File: config.mk
export PLATFORM = sky130hd
export DESIGN_NAME = irigb_dcls_decoder
export DESIGN_NICKNAME = d
export VERILOG_FILES = /design/src/rtl/irigb_pkg.sv /design/src/rtl/irigb_width_meas.sv /design/src/rtl/irigb_frame_track.sv /design/src/rtl/irigb_time_latch.sv /design/src/rtl/irigb_dcls_decoder.sv
export SDC_FILE = /design/constraint.sdc
export NUM_CORES = 1
export LEC_CHECK = 0
export BUFFER_PORTS_ARGS = -buffer_cell sky130_fd_sc_hd__buf_2
export CELL_PAD_IN_SITES_DETAIL_PLACEMENT = 2
export CELL_PAD_IN_SITES_GLOBAL_PLACEMENT = 2
export CORE_MARGIN = 2
export CORE_UTILIZATION = 37
export CTS_BUF_LIST = sky130_fd_sc_hd__clkbuf_2
export DETAILED_ROUTE_END_ITERATION = 6
export PLACE_DENSITY = 0.85
export SLEW_MARGIN = 20
export SYNTH_ARGS = -nofsm -noshare
export SYNTH_HDL_FRONTEND = slang
export SYNTH_SLANG_ARGS = --single-unit
File: constraint.sdc
create_clock -name clk -period 3.5 [get_ports clk]
set_input_delay 0.35 -clock clk [delete_from_list [all_inputs] [get_ports clk]]
set_output_delay 0.35 -clock clk [all_outputs]
set_load 0.1 [all_outputs]
File: src/rtl/irigb_pkg.sv
package irigb_pkg;
  localparam int IRIG_SLOTS  = 100;
  localparam int IRIG_SLOT_W = $clog2(IRIG_SLOTS);

  typedef enum logic [1:0] {
    SYM_ZERO = 2'd0,
    SYM_ONE  = 2'd1,
    SYM_MARK = 2'd2,
    SYM_BAD  = 2'd3
  } irig_sym_e;

  typedef struct packed {
    logic [7:0] year;
    logic [9:0] day;
    logic [5:0] hour;
    logic [6:0] min;
    logic [6:0] sec;
  } irig_time_t;
endpackage

File: src/rtl/irigb_width_meas.sv
module irigb_width_meas
  import irigb_pkg::*;
#(
  parameter int TICK_DIV = 12500,
  parameter int ZERO_T   = 20,
  parameter int ONE_T    = 50,
  parameter int MARK_T   = 80,
  parameter int TOL_T    = 4
) (
  input  logic      clk,
  input  logic      rst_n,
  input  logic      din,
  output logic      rise,
  output logic      sym_stb,
  output irig_sym_e sym
);
  localparam int CNT_MAX = MARK_T + TOL_T + 1;
  localparam int CW      = $clog2(CNT_MAX + 1);

  logic          tick;
  logic          din_q, din_prev_q, fall;
  logic [CW-1:0] cnt_q, cnt_d;
  logic          stb_d;
  irig_sym_e     sym_d, sym_q;
  logic          stb_q;

  generate
    if (TICK_DIV <= 1) begin : g_tick_every
      assign tick = 1'b1;
    end else begin : g_tick_div
      localparam int DW = $clog2(TICK_DIV);
      logic [DW-1:0] div_q, div_d;
      always_comb begin
        div_d = (div_q == DW'(TICK_DIV - 1)) ? '0 : div_q + 1'b1;
      end
      always_ff @(posedge clk or negedge rst_n) begin
        if (!rst_n) div_q <= '0;
        else        div_q <= div_d;
      end
      assign tick = (div_q == DW'(TICK_DIV - 1));
    end
  endgenerate

  assign rise = din_q & ~din_prev_q;
  assign fall = ~din_q & din_prev_q;

  always_comb begin
    cnt_d = cnt_q;
    if (rise) begin
      cnt_d = tick ? CW'(1) : '0;
    end else if (din_q && tick && (cnt_q != CW'(CNT_MAX))) begin
      cnt_d = cnt_q + 1'b1;
    end
  end

  always_comb begin
    stb_d = fall;
    if (cnt_q >= CW'(ZERO_T - TOL_T) && cnt_q <= CW'(ZERO_T + TOL_T))
      sym_d = SYM_ZERO;
    else if (cnt_q >= CW'(ONE_T - TOL_T) && cnt_q <= CW'(ONE_T + TOL_T))
      sym_d = SYM_ONE;
    else if (cnt_q >= CW'(MARK_T - TOL_T) && cnt_q <= CW'(MARK_T + TOL_T))
      sym_d = SYM_MARK;
    else
      sym_d = SYM_BAD;
  end

  always_ff @(posedge clk or negedge rst_n) begin
    if (!rst_n) begin
      din_q      <= 1'b0;
      din_prev_q <= 1'b0;
      cnt_q      <= '0;
      stb_q      <= 1'b0;
      sym_q      <= SYM_ZERO;
    end else begin
      din_q      <= din;
      din_prev_q <= din_q;
      cnt_q      <= cnt_d;
      stb_q      <= stb_d;
      if (fall) sym_q <= sym_d;
    end
  end

  assign sym_stb = stb_q;
  assign sym     = sym_q;
endmodule

File: src/rtl/irigb_frame_track.sv
module irigb_frame_track
  import irigb_pkg::*;
(
  input  logic                   clk,
  input  logic                   rst_n,
  input  logic                   rise,
  input  logic                   sym_stb,
  input  irig_sym_e              sym,
  output logic                   locked,
  output logic                   on_time,
  output logic                   accept,
  output logic                   bit_val,
  output logic [IRIG_SLOT_W-1:0] slot,
  output logic                   frame_done,
  output logic                   lost
);
  localparam logic [IRIG_SLOT_W-1:0] LAST = IRIG_SLOT_W'(IRIG_SLOTS - 1);

  logic                   locked_q, locked_d;
  logic                   prev_mark_q, prev_mark_d;
  logic [IRIG_SLOT_W-1:0] slot_q, slot_d;
  logic                   on_time_q, on_time_d;
  logic                   is_mark, mark_slot;

  assign is_mark   = (sym == SYM_MARK);
  assign mark_slot = (slot_q == '0) || ((slot_q % IRIG_SLOT_W'(10)) == IRIG_SLOT_W'(9));

  always_comb begin
    locked_d    = locked_q;
    prev_mark_d = prev_mark_q;
    slot_d      = slot_q;
    accept      = 1'b0;
    frame_done  = 1'b0;
    lost        = 1'b0;
    if (sym_stb) begin
      prev_mark_d = is_mark;
      if (!locked_q) begin
        if (is_mark && prev_mark_q) begin
          locked_d = 1'b1;
          slot_d   = IRIG_SLOT_W'(1);
        end
      end else if ((sym == SYM_BAD) || (is_mark != mark_slot)) begin
        locked_d = 1'b0;
        lost     = 1'b1;
      end else begin
        accept = !is_mark;
        if (slot_q == LAST) begin
          slot_d     = '0;
          frame_done = 1'b1;
        end else begin
          slot_d = slot_q + 1'b1;
        end
      end
    end
    on_time_d = rise && locked_q && (slot_q == '0);
  end

  always_ff @(posedge clk or negedge rst_n) begin
    if (!rst_n) begin
      locked_q    <= 1'b0;
      prev_mark_q <= 1'b0;
      slot_q      <= '0;
      on_time_q   <= 1'b0;
    end else begin
      locked_q    <= locked_d;
      prev_mark_q <= prev_mark_d;
      slot_q      <= slot_d;
      on_time_q   <= on_time_d;
    end
  end

  assign locked  = locked_q;
  assign on_time = on_time_q;
  assign slot    = slot_q;
  assign bit_val = (sym == SYM_ONE);
endmodule

File: src/rtl/irigb_time_latch.sv
module irigb_time_latch
  import irigb_pkg::*;
#(
  parameter int HAS_YEAR = 1
) (
  input  logic                   clk,
  input  logic                   rst_n,
  input  logic                   accept,
  input  logic                   bit_val,
  input  logic [IRIG_SLOT_W-1:0] slot,
  input  logic                   frame_done,
  input  logic                   lost,
  output logic                   time_valid,
  output irig_time_t             time_out
);
  localparam bit USE_YEAR = (HAS_YEAR != 0);

  irig_time_t sh_q, sh_d, tm_q, tm_d;
  logic       valid_q, valid_d;
  logic       base_ok, year_ok;

  always_comb begin
    sh_d = sh_q;
    if (accept) begin
      if (slot >= 7'd1 && slot <= 7'd4)        sh_d.sec[3'(slot - 7'd1)]   = bit_val;
      else if (slot >= 7'd6 && slot <= 7'd8)   sh_d.sec[3'(slot - 7'd2)]   = bit_val;
      else if (slot >= 7'd10 && slot <= 7'd13) sh_d.min[3'(slot - 7'd10)] = bit_val;
      else if (slot >= 7'd15 && slot <= 7'd17) sh_d.min[3'(slot - 7'd11)] = bit_val;
      else if (slot >= 7'd20 && slot <= 7'd23) sh_d.hour[3'(slot - 7'd20)] = bit_val;
      else if (slot >= 7'd25 && slot <= 7'd26) sh_d.hour[3'(slot - 7'd21)] = bit_val;
      else if (slot >= 7'd30 && slot <= 7'd33) sh_d.day[4'(slot - 7'd30)] = bit_val;
      else if (slot >= 7'd35 && slot <= 7'd38) sh_d.day[4'(slot - 7'd31)] = bit_val;
      else if (slot >= 7'd40 && slot <= 7'd41) sh_d.day[4'(slot - 7'd32)] = bit_val;
      else if (USE_YEAR && slot >= 7'd50 && slot <= 7'd53) sh_d.year[3'(slot - 7'd50)] = bit_val;
      else if (USE_YEAR && slot >= 7'd55 && slot <= 7'd58) sh_d.year[3'(slot - 7'd51)] = bit_val;
    end
  end

  assign base_ok = (sh_q.sec[3:0] <= 4'd9) && (sh_q.min[3:0] <= 4'd9) &&
                   (sh_q.hour[3:0] <= 4'd9) && (sh_q.day[3:0] <= 4'd9) &&
                   (sh_q.day[7:4] <= 4'd9);

  generate
    if (HAS_YEAR != 0) begin : g_year_chk
      assign year_ok = (sh_q.year[3:0] <= 4'd9) && (sh_q.year[7:4] <= 4'd9);
    end else begin : g_year_none
      assign year_ok = 1'b1;
    end
  endgenerate

  always_comb begin
    valid_d = valid_q;
    tm_d    = tm_q;
    if (lost) begin
      valid_d = 1'b0;
    end else if (frame_done) begin
      valid_d = base_ok && year_ok;
      if (base_ok && year_ok) tm_d = sh_q;
    end
  end

  always_ff @(posedge clk or negedge rst_n) begin
    if (!rst_n) begin
      sh_q    <= '0;
      tm_q    <= '0;
      valid_q <= 1'b0;
    end else begin
      sh_q    <= sh_d;
      tm_q    <= tm_d;
      valid_q <= valid_d;
    end
  end

  assign time_valid = valid_q;
  assign time_out   = tm_q;
endmodule

File: src/rtl/irigb_dcls_decoder.sv
module irigb_dcls_decoder
  import irigb_pkg::*;
#(
  parameter int TICK_DIV   = 12500,
  parameter int ZERO_TICKS = 20,
  parameter int ONE_TICKS  = 50,
  parameter int MARK_TICKS = 80,
  parameter int TOL_TICKS  = 4,
  parameter int HAS_YEAR   = 1
) (
  input  logic       clk,
  input  logic       rst_n,
  input  logic       din,
  output logic       on_time,
  output logic       locked,
  output logic       time_valid,
  output logic [6:0] sec_bcd,
  output logic [6:0] min_bcd,
  output logic [5:0] hour_bcd,
  output logic [9:0] day_bcd,
  output logic [7:0] year_bcd
);
  logic [1:0]             rst_pipe_q;
  logic                   rst_n_sync;
  logic                   rise, sym_stb;
  irig_sym_e              sym;
  logic                   accept, bit_val, frame_done, lost;
  logic [IRIG_SLOT_W-1:0] slot;
  irig_time_t             time_out;

  always_ff @(posedge clk or negedge rst_n) begin
    if (!rst_n) rst_pipe_q <= 2'b00;
    else        rst_pipe_q <= {rst_pipe_q[0], 1'b1};
  end
  assign rst_n_sync = rst_pipe_q[1];

  irigb_width_meas #(
    .TICK_DIV(TICK_DIV), .ZERO_T(ZERO_TICKS), .ONE_T(ONE_TICKS),
    .MARK_T(MARK_TICKS), .TOL_T(TOL_TICKS)
  ) u_meas (
    .clk(clk), .rst_n(rst_n_sync), .din(din),
    .rise(rise), .sym_stb(sym_stb), .sym(sym)
  );

  irigb_frame_track u_track (
    .clk(clk), .rst_n(rst_n_sync), .rise(rise), .sym_stb(sym_stb), .sym(sym),
    .locked(locked), .on_time(on_time), .accept(accept), .bit_val(bit_val),
    .slot(slot), .frame_done(frame_done), .lost(lost)
  );

  irigb_time_latch #(.HAS_YEAR(HAS_YEAR)) u_latch (
    .clk(clk), .rst_n(rst_n_sync), .accept(accept), .bit_val(bit_val),
    .slot(slot), .frame_done(frame_done), .lost(lost),
    .time_valid(time_valid), .time_out(time_out)
  );

  assign sec_bcd  = time_out.sec;
  assign min_bcd  = time_out.min;
  assign hour_bcd = time_out.hour;
  assign day_bcd  = time_out.day;
  assign year_bcd = time_out.year;
endmodule

==> run_results.csv, run 1 <==
group,metric,value,unit
global_routing,grt_max_degree,62,
global_routing,antenna_found_initial,1,
cts,cts_tree,"built",
sta,whs,0.3108,ns
synthesis,ys_seq_elements,115,
synthesis,syn_inst,662,
global_routing,grt_pass1_vias,5843,
flow_run,drv_cap,0,
detailed_routing,drc,0,
sta,setup_tns,0,ns
cts,h-tree-depth,4,
detailed_routing,wl_per_cell,20.07,um
global_routing,grt_pass1_wl,32330,um
outcome,outcome,"finished clean",
worst_setup_path,rrSetupSlack,0.24,ns
synthesis,synth_area_per_cell,10.05,um2
worst_setup_path,required,4.08,ns
global_routing,overflow,0,
finish,area_growth,11.58,%
synthesis,yosysWarnings,0,
die,core-area,17780,um2
finish,stdcell_count,955,
placement,gp_congestion,0.8565,
cts,clk_pin_slew,0.17,ns
placement,place_area,7149,um2
cts,insertion_delay,0.69,ns
detailed_routing,first_pass_iters,4,
finish,fin_area,7425,um2
sta,timing.final.crit_share,93.26,%
die,die_w,138.1,um
pwr,vdd_drop_max,0.0002282,V
detailed_routing,drt-total-wl,19170,um
worst_setup_path,worstSetupEndpointType,"register",
cts,cts_root_buf,"clkbuf_2",
pwr,leakage,3.453,nW
die,io_pins,44,
die,start_util,37.42,%
placement,dp_hpwl,13750,um
synthesis,synthFlopType,"dfrtp_1",
sta,worst_pin_slew,0.7224,ns
global_routing,globalRouteTotalUtil,20.98,%
sta,setup_slack,0.2357,ns
sta,rsz0062_at_grt,"false",
finish,drive_gt1_share,27.03,%
synthesis,yosys-top-cells-count,"dfrtp_1 (115), mux2_2 (69), nor2_1 (61)",
worst_hold_path,hp-class,"primary input to register",
finish,nets,733,
die,die_area,19070,um2
sta,setup_violations,0,
synthesis,synth_area_leaders,"dfrtp_1 (43%), mux2_2 (12%), nand3_1 (3.8%), nor2_1 (3.4%), ha_1 (3.4%)",
detailed_routing,drt_iter0_drc,241,
synthesis,synth_top_area_cell,"dfrtp_1",
pwr,power.density,442.9,nW/um2
cts,clock_path_buffers,2,
synthesis,ys_types,69,
synthesis,synthArstFlopShare,100.0,%
synthesis,yosysSeqAreaShare,43.25,%
worst_setup_path,start_kind,"register",
placement,dpl_worst_slack,0.1373,ns
die,std_cell_rows,49,
synthesis,synth_most_common_cell,"dfrtp_1",
detailed_routing,vias,5332,
sta,worst_clock_skew,0.05107,ns
sta,fmax,306.3,MHz
synthesis,syn_nets,683,
synthesis,synth_edf_count,0,
sta,worst_slew_margin_rel,51.84,%
sta,hold_viol,0,
cts,cts_buffers,17,
cts,cts_sinks,115,
placement,place_inst,918,
detailed_routing,viasPerCell,5.583,
placement,io_buffers,43,
sta,slew_violations,0,
worst_setup_path,path_class,"register to register",
synthesis,netlist.area_leader.share,43.25,%
synthesis,synth_area,6654,um2
detailed_routing,ant_nets,0,
die,die-height,138.1,um
sta,post-route-min-period,3.264,ns
worst_setup_path,crit_fanout,39,
worst_setup_path,arrival,3.85,ns
registers in the layout, summed over array words and instances (netlist names), 2 cells and up:
register                 count
rst_pipe_q                   2
u_latch.sh_q                38
u_latch.time_out            38
u_meas.cnt_q                 7
u_meas.g_tick_div.div_q     14
u_meas.sym                   2
u_track.slot                 7
critical path: stages (launching register included):
cell and delay (ns):
dfrtp_1 0.62, buf_4 0.27, nor2b_4 0.20, a31oi_1 0.12, a22o_1 0.32, nor3_1 0.37
nor2_1 0.11, a211o_4 0.40, nand4_4 0.12, buf_12 0.24, mux2_2 0.37
placed cells by master, fill, tap and decap left out, drive strengths merged, types with 3 or more instances in the layout:
master and n:
dfrtp 115, mux2 79, o41ai 5, and2 4
xor2 12, or2 3, buf 71, inv 13
nand3 50, xnor2 13, a31oi 19, and3 6
nor2b 13, o21a 3, nand2 41, nand4 13
nor2 61, clkinvlp 6, dlygate4sd3 3, a22o 4
mux2i 3, clkinv 5, nand2b 12, o31ai 4
a21oi 19, clkbuf 19, o21ai 39, ha 18
nand3b 4, o211a 3, or3 9, nor3 13
a211oi 3, o211ai 3, nand4b 3, nor4 4
cell families (layout without fill, tap and decap cells):
family / Yosys count / in the layout / share of synthesized area [%]
AO/OA/AOI/OAI: 118 / 118 / 11.81
adder cells (fa/ha/maj): 18 / 18 / 3.385
other: 1 / 2 / 0.05636
XOR/XNOR: 25 / 25 / 3.291
AND/OR/NAND/NOR: 247 / 247 / 19.48
buffers and inverters: 56 / 119 / 4.343
multiplexers: 82 / 82 / 14.39
flip-flops: 115 / 115 / 43.25
where the power goes:
group          internal, mW  total, mW  leakage, nW  switching, mW
registers              1.35       1.40         1.58         0.0464
clock network         0.328      0.868        0.126          0.540
logic                 0.321       1.02         1.75          0.701
total                  2.00       3.29         3.45           1.29
per-layer routing:
layer	vias up	global-route usage (%)	share of wire [%]
met2	73	35.75	51
met4	0	6.391	1.4
met5	-	0	0
met3	18	3.637	2.3
li1	2489	-	-
met1	2752	27.41	45
through the flow:
stage | utilization [%] | power [mW]
floorplan | - | 2.102
global route | 41.76 | 3.506
finish | 41.76 | 3.288
CTS | 41.68 | 3.324
detailed placement | 40.21 | 2.424
global placement | 40.21 | 2.370
path summary, 6_finish.rpt:
kind | startpoint | to | depth (start not counted)
min | din | u_meas.din_q$_DFF_PN0_ | 2
max reg2reg | u_track.slot[6]$_DFFE_PN0P_ | u_latch.time_out[29]$_DFFE_PN0P_ | 10
min reg2reg | rst_pipe_q[1]$_DFF_PN0_ | u_latch.sh_q[9]$_DFFE_PN0P_ | 0
max in group asynchronous | rst_pipe_q[1]$_DFF_PN0_ | u_meas.g_tick_div.div_q[4]$_DFF_PN0_ | 1
min in group asynchronous | rst_pipe_q[1]$_DFF_PN0_ | u_latch.sh_q[9]$_DFFE_PN0P_ | 0
max | u_track.slot[6]$_DFFE_PN0P_ | u_latch.time_out[29]$_DFFE_PN0P_ | 10
final cells by class:
class	count	area, um2
flip-flops and latches	115	2883
well taps	229	286.5
diodes	1	2.502
inverters	13	48.80
repair buffers	74	480.5
fillers	1955	10350
multi-input cells	491	3492
clock buffers	19	95.09
clock inverters	13	136.4
repair_timing:
item,CTS,global route
hold buffers,3,0
setup buffers,0,1
resized for setup,0,2
endpoints found under the hold margin,3,0
setup endpoints to repair,0,45
(Power assumes the default switching activity.)
==> inputs of run 2 (changes only) <==
--- a/config.mk
+++ b/config.mk
@@ -16,4 +16,5 @@
 export SLEW_MARGIN = 20
 export SYNTH_ARGS = -nofsm -noshare
 export SYNTH_HDL_FRONTEND = slang
+export SYNTH_HIERARCHICAL = 1
 export SYNTH_SLANG_ARGS = --single-unit
==> run_results.csv, run 2 <==
group,metric,value,unit
outcome,outcome,"finished clean",
sta,fmax,300.1,MHz
cts,clk_pin_slew,0.21,ns
sta,setup_violations,0,
finish,final_common_cell,"dfrtp_1",
synthesis,netlist.area_leader.share,42.84,%
synthesis,yosys.area_share.xor_xnor,1.956,%
synthesis,ys_types,83,
synthesis,yosys.area_share.simple,20.60,%
global_routing,globalRouteTotalUtil,20.79,%
synthesis,synth_area_leaders,"dfrtp_1 (43%), mux2_2 (12%), ha_1 (3.4%), nor2_1 (3.1%), mux2i_1 (2.4%)",
pwr,vdd_drop_max,0.0002030,V
detailed_routing,vias,5304,
pwr,intPower,1.922,mW
sta,hold_viol,0,
finish,antenna_cells,0,
finish,multiInputGateArea,3563,um2
sta,worst_slew_margin_rel,47.72,%
worst_setup_path,start_kind,"register",
die,die-height,138.7,um
synthesis,synth_edf_count,0,
cts,cts_sinks,115,
die,std_cell_rows,49,
finish,nets,717,
sta,rsz0062_at_grt,"false",
global_routing,antenna_found_initial,0,
die,io_pins,44,
pwr,pwr-share-clk,30.3,%
detailed_routing,viasPerCell,5.655,
cts,cts_setup_buffers,0,
die,die_area,19250,um2
worst_setup_path,reg2regPathDepth,10,
synthesis,synthFlopType,"dfrtp_1",
sta,timing.final.crit_share,95.22,%
die,core-area,17900,um2
cts,cts_root_buf,"clkbuf_2",
synthesis,yosysWarnings,6,
finish,fillers,1947,
cts,cts_buffers,17,
synthesis,syn_nets,671,
finish,seq_area,2884,um2
global_routing,grt_max_degree,62,
worst_hold_path,hp-class,"primary input to register",
detailed_routing,drt-total-wl,19260,um
cts,insertion_delay,0.71,ns
detailed_routing,drt_iter0_drc,249,
finish,postLayoutCoreUtil,41.69,%
worst_setup_path,required,4.12,ns
sta,setup_slack,0.1675,ns
global_routing,overflow,0,
synthesis,syn_inst,650,
placement,gp_congestion,0.8659,
synthesis,synth_area_per_cell,10.33,um2
synthesis,yosys-top-cells-count,"dfrtp_1 (115), mux2_2 (74), nor2_1 (56)",
worst_setup_path,worstSetupEndpointType,"register",
worst_setup_path,arrival,3.95,ns
global_routing,grt_pass1_wl,32330,um
global_routing,grt_pass1_vias,5958,
worst_setup_path,crit_fanout,12,
worst_setup_path,crit_chain,"nor2b_2 -> o21ai_2 -> a222oi_1 -> nor3_1 -> nor3_2 -> nor3b_2 -> o311ai_1 -> or3_4 -> a311oi_1 -> mux2_1",
pwr,leakage,3.535,nW
die,start_util,37.52,%
pwr,switchingPower,1.080,mW
finish,area_growth,11.10,%
placement,dp_hpwl,13920,um
worst_hold_path,min_delay_path_depth,2,
pwr,combPwrFrac,23.1,%
placement,dpl_worst_slack,-0.07646,ns
synthesis,ys_seq_elements,115,
synthesis,synth_area,6718,um2
detailed_routing,ant_nets,0,
sta,post-route-min-period,3.333,ns
synthesis,synth-compound-area-share,11.23,%
synthesis,synth_fa_ha_area_share,3.353,%
sta,slew_violations,0,
synthesis,synth_mux_area_share,15.50,%
pwr,swShare,35.98,%
sta,worst_pin_slew,0.7825,ns
detailed_routing,wl_per_cell,20.53,um
detailed_routing,first_pass_iters,4,
cts,cts_tree,"built",
synthesis,synth_top_area_cell,"dfrtp_1",
flow_run,drv_cap,0,
cts,clock_path_buffers,2,
synthesis,synth_most_common_cell,"dfrtp_1",
finish,final_cell_mix,"dfrtp_1 (112), mux2_2 (74), nor2_1 (56), buf_2 (43), nand2_1 (39)",
sta,worst_clock_skew,0.03199,ns
placement,io_buffers,43,
worst_setup_path,max_stage_delay,0.53,ns
worst_setup_path,path_class,"register to register",
detailed_routing,drc,0,
synthesis,synthArstFlopShare,100.0,%
cts,h-tree-depth,4,
worst_setup_path,slowest_stage,"dfrtp_2",
sta,whs,0.2874,ns
synthesis,synth_top_family_by_area,"simple AND/OR/NAND/NOR gates",
die,die_w,138.7,um
pwr,seq_power_share,46.6,%
pwr,power.density,402.3,nW/um2
finish,drive_gt1_share,28.21,%
synthesis,yosysSeqAreaShare,42.84,%
[run 2: path summary, 6_finish.rpt]
path	from	endpoint	slack (ns)
max	u_track/slot[4]$_DFFE_PN0P_	u_latch/sh_q[21]$_DFFE_PN0P_	0.17
min	din	u_meas/din_q$_DFF_PN0_	0.29
max reg2reg	u_track/slot[4]$_DFFE_PN0P_	u_latch/sh_q[21]$_DFFE_PN0P_	0.17
min reg2reg	rst_pipe_q[0]$_DFF_PN0_	rst_pipe_q[1]$_DFF_PN0_	0.38
max in group asynchronous	rst_pipe_q[1]$_DFF_PN0_	u_latch/sh_q[24]$_DFFE_PN0P_	2.32
min in group asynchronous	rst_pipe_q[1]$_DFF_PN0_	u_latch/time_out[7]$_DFFE_PN0P_	0.39
[run 2: routing by layer]
metal	global-route usage (%)	share of wire [%]	routed length, um
met4	6.273	2.0	391
met5	0	0	0
met2	37.70	53	10120
met3	3.764	2.6	505
met1	25.21	43	8242
[run 2: worst max-delay path, delay by kind of cell, from the launching register on]
family | cells | cell delay (ns)
flip-flops | 1 | 0.53
multiplexers | 1 | 0.35
AO/OA/AOI/OAI | 4 | 1.01
AND/OR/NAND/NOR | 5 | 1.38
[run 2: cells by family after synthesis]
group	after synthesis
muxes	94
other	1
xor gates and xnor gates	15
buffers and inverters	55
and+or+nand+nor	243
adders and majority gates	18
AOI/OAI and AO/OA	109
DFF	115
[run 2: what timing repair did]
action                                  CTS  global route
hold buffers                              3             0
pin swaps                                 0             0
resized for setup                         2             3
endpoints found under the setup margin    3            19
endpoints found under the hold margin     3             0
[run 2: power groups by stage]
stage          logic, mW  registers, mW  clock network, mW
4_1_cts            0.696           1.40              0.958
3_5_place_dp       0.686           1.42                  0
2_1_floorplan      0.428           1.44                  0
3_3_place_gp       0.649           1.42                  0
6_report           0.692           1.40              0.911
5_1_grt            0.766           1.41               1.02
[run 2: through the flow]
step	power [mW]	instances	instance area [um2]	TNS, ns
final	3.002	938	7463	0
after global routing	3.195	938	7463	0
after CTS	3.056	938	7456	0
after detailed placement	2.111	903	7174	-0.1471
after global placement	2.069	903	7169	0
after floorplan	1.871	650	6718	0
[run 2: cell type report]
cell class,instances,share of cell area [%]
inverter,15,0.7544
clock buffer,18,1.207
sequential,115,38.64
clock inverter,14,2.079
tap,229,3.839
multi-input combinational,480,47.75
timing repair buffer,67,5.733
==> inputs of run 3 (changes only) <==
--- a/config.mk
+++ b/config.mk
@@ -9,10 +9,10 @@
 export CELL_PAD_IN_SITES_DETAIL_PLACEMENT = 2
 export CELL_PAD_IN_SITES_GLOBAL_PLACEMENT = 2
 export CORE_MARGIN = 2
-export CORE_UTILIZATION = 37
-export CTS_BUF_LIST = sky130_fd_sc_hd__clkbuf_2
+export CORE_UTILIZATION = 36
+export CTS_BUF_LIST = sky130_fd_sc_hd__clkbuf_8 sky130_fd_sc_hd__clkbuf_16
 export DETAILED_ROUTE_END_ITERATION = 6
-export PLACE_DENSITY = 0.85
+export PLACE_DENSITY = 0.83
 export SLEW_MARGIN = 20
 export SYNTH_ARGS = -nofsm -noshare
 export SYNTH_HDL_FRONTEND = slang
==> run_results.csv, run 3 (synthesized netlist as in run 2, its figures left out) <==
group,metric,value,unit
die,io_pins,44,
outcome,outcome,"finished clean",
finish,nets,713,
die,core-area,18150,um2
placement,dp_hpwl,13750,um
finish,final_common_cell,"dfrtp_1",
sta,slew_violations,0,
cts,insertion_delay,0.43,ns
sta,worst_slew_margin_rel,45.42,%
finish,area_growth,15.83,%
worst_setup_path,required,3.80,ns
cts,cts_buffers,17,
finish,final_cell_mix,"dfrtp_1 (113), mux2_2 (74), nor2_1 (56), buf_2 (43), nand2_1 (39)",
finish,postLayoutCoreUtil,42.88,%
worst_setup_path,start_kind,"register",
global_routing,grt_pass1_wl,33060,um
detailed_routing,drc,0,
die,std_cell_rows,49,
global_routing,antenna_found_initial,0,
worst_setup_path,worst-path-buf-inv,2,
sta,worst_clock_skew,0.01376,ns
placement,place_inst,901,
cts,clock_path_buffers,2,
detailed_routing,viasPerCell,5.631,
detailed_routing,ant_nets,0,
worst_hold_path,hp-start,"din",
worst_setup_path,arrival,3.67,ns
global_routing,grt_pass1_vias,5952,
finish,drive_gt1_share,27.94,%
detailed_routing,drt_iter0_drc,183,
global_routing,overflow,0,
global_routing,grt_max_degree,62,
sta,timing.final.crit_share,96.15,%
finish,fillers,1888,
cts,cts_sinks,115,
finish,stdcell_count,934,
die,die_area,19770,um2
sta,post-route-min-period,3.365,ns
die,start_util,37.02,%
worst_setup_path,crit_fanout,25,
sta,setup_tns,0,ns
worst_setup_path,rrSetupSlack,0.13,ns
flow_run,drv_cap,0,
sta,hold_viol,0,
cts,cts_root_buf,"clkbuf_16",
die,die-height,140.6,um
pwr,vdd_drop_max,0.0003698,V
worst_setup_path,crit_chain,"buf_4 -> inv_1 -> ha_1 -> nor2b_1 -> o221a_2 -> a211oi_1 -> nand3b_1 -> nor2_1 -> mux2_2",
worst_setup_path,r2r_end,"u_latch/sh_q[18]$_DFFE_PN0P_",
worst_setup_path,max_stage_delay,0.55,ns
worst_setup_path,worstSetupEndpointType,"register",
cts,h-tree-depth,4,
sta,whs,0.03194,ns
worst_hold_path,holdPathEnd,"u_meas/din_q$_DFF_PN0_",
pwr,power.density,497.0,nW/um2
die,die_w,140.6,um
worst_setup_path,cp_top_family,"simple AND/OR/NAND/NOR gates",
worst_hold_path,hp-class,"primary input to register",
worst_setup_path,slowest_stage,"dfrtp_1",
detailed_routing,first_pass_iters,4,
finish,antenna_cells,0,
worst_setup_path,path_class,"register to register",
detailed_routing,drt-total-wl,20140,um
worst_hold_path,min_delay_path_depth,1,
global_routing,globalRouteTotalUtil,21.28,%
cts,clk_pin_slew,0.06,ns
cts,cts_tree,"built",
worst_setup_path,reg2regPathDepth,9,
sta,worst_pin_slew,0.8187,ns
placement,io_buffers,43,
detailed_routing,vias,5259,
placement,gp_congestion,0.8859,
detailed_routing,wl_per_cell,21.57,um
sta,setup_violations,0,
worst_setup_path,reg2reg_from,"u_track/slot[2]$_DFFE_PN0P_",
pwr,leakage,3.669,nW
sta,fmax,297.2,MHz
run 3: changes by cell type in the layout (fill, tap and decap cells not counted), sizes merged:
cell | before | now
bufinv | 2 | 3
inv | 19 | 17
clkinv | 4 | 6
dlygate4sd3 | 3 | 1
buf | 64 | 62
clkbuf | 18 | 17
run 3: metrics by stage:
step,area [um2],setup WS [ns],power (mW)
floorplan,6718,0.05905,1.871
global placement,7154,0.2759,2.066
detailed placement,7159,-0.01682,2.104
CTS,7769,0.06448,3.901
global route,7781,-0.02324,4.028
finish,7781,0.1348,3.867
run 3: how the worst max path moves through the flow:
| stage | startpoint | endpoint | slack (ns) | cells after the start |
|---|---|---|---|---|
| after global placement | u_track/slot[4]$_DFFE_PN0P_ | u_latch/sh_q[23]$_DFFE_PN0P_ | 0.28 | 10 |
| after detailed placement | u_track/slot[4]$_DFFE_PN0P_ | u_latch/sh_q[23]$_DFFE_PN0P_ | -0.02 | 10 |
| after floorplan | rst_pipe_q[1]$_DFF_PN0_ | u_latch/sh_q[0]$_DFFE_PN0P_ | 0.06 | 0 |
| after global routing | u_track/slot[6]$_DFFE_PN0P_ | u_latch/sh_q[21]$_DFFE_PN0P_ | -0.02 | 11 |
| after CTS | u_track/slot[4]$_DFFE_PN0P_ | u_latch/sh_q[23]$_DFFE_PN0P_ | 0.06 | 10 |
| final | u_track/slot[2]$_DFFE_PN0P_ | u_latch/sh_q[18]$_DFFE_PN0P_ | 0.13 | 9 |
run 3: cell type report:
| cell class | count | area [um2] | share of cell area, % |
|---|---|---|---|
| Timing Repair Buffer | 63 | 392.9 | 5.049 |
| Inverter | 15 | 56.30 | 0.7236 |
| Multi-Input combinational cell | 480 | 3568 | 45.86 |
| Clock buffer | 17 | 425.4 | 5.467 |
| Tap cell | 229 | 286.5 | 3.682 |
| Sequential cell | 115 | 2883 | 37.05 |
| Clock inverter | 15 | 168.9 | 2.171 |
run 3: routing by layer:
layer  track usage (%)  up-vias  part of all wire, %
met2             39.64       76                   54
met1             24.97     2729                   43
li1                  -     2435                    -
met4             5.474        0                  1.1
met5                 0        -                    0
met3             4.280       19                  2.4
run 3: power by group:
group	internal (mW)	switching [mW]	leakage, nW	total [mW]
combinational	0.229	0.468	1.81	0.698
sequential	1.35	0.0512	1.57	1.41
clock	1.11	0.654	0.287	1.76
run 3: repair_timing:
item	4_1_cts	5_1_grt
setup buffers	0	0
hold endpoints to repair	2	0
hold buffers	1	0
endpoints found under the setup margin	1	24
gates resized for setup	1	5
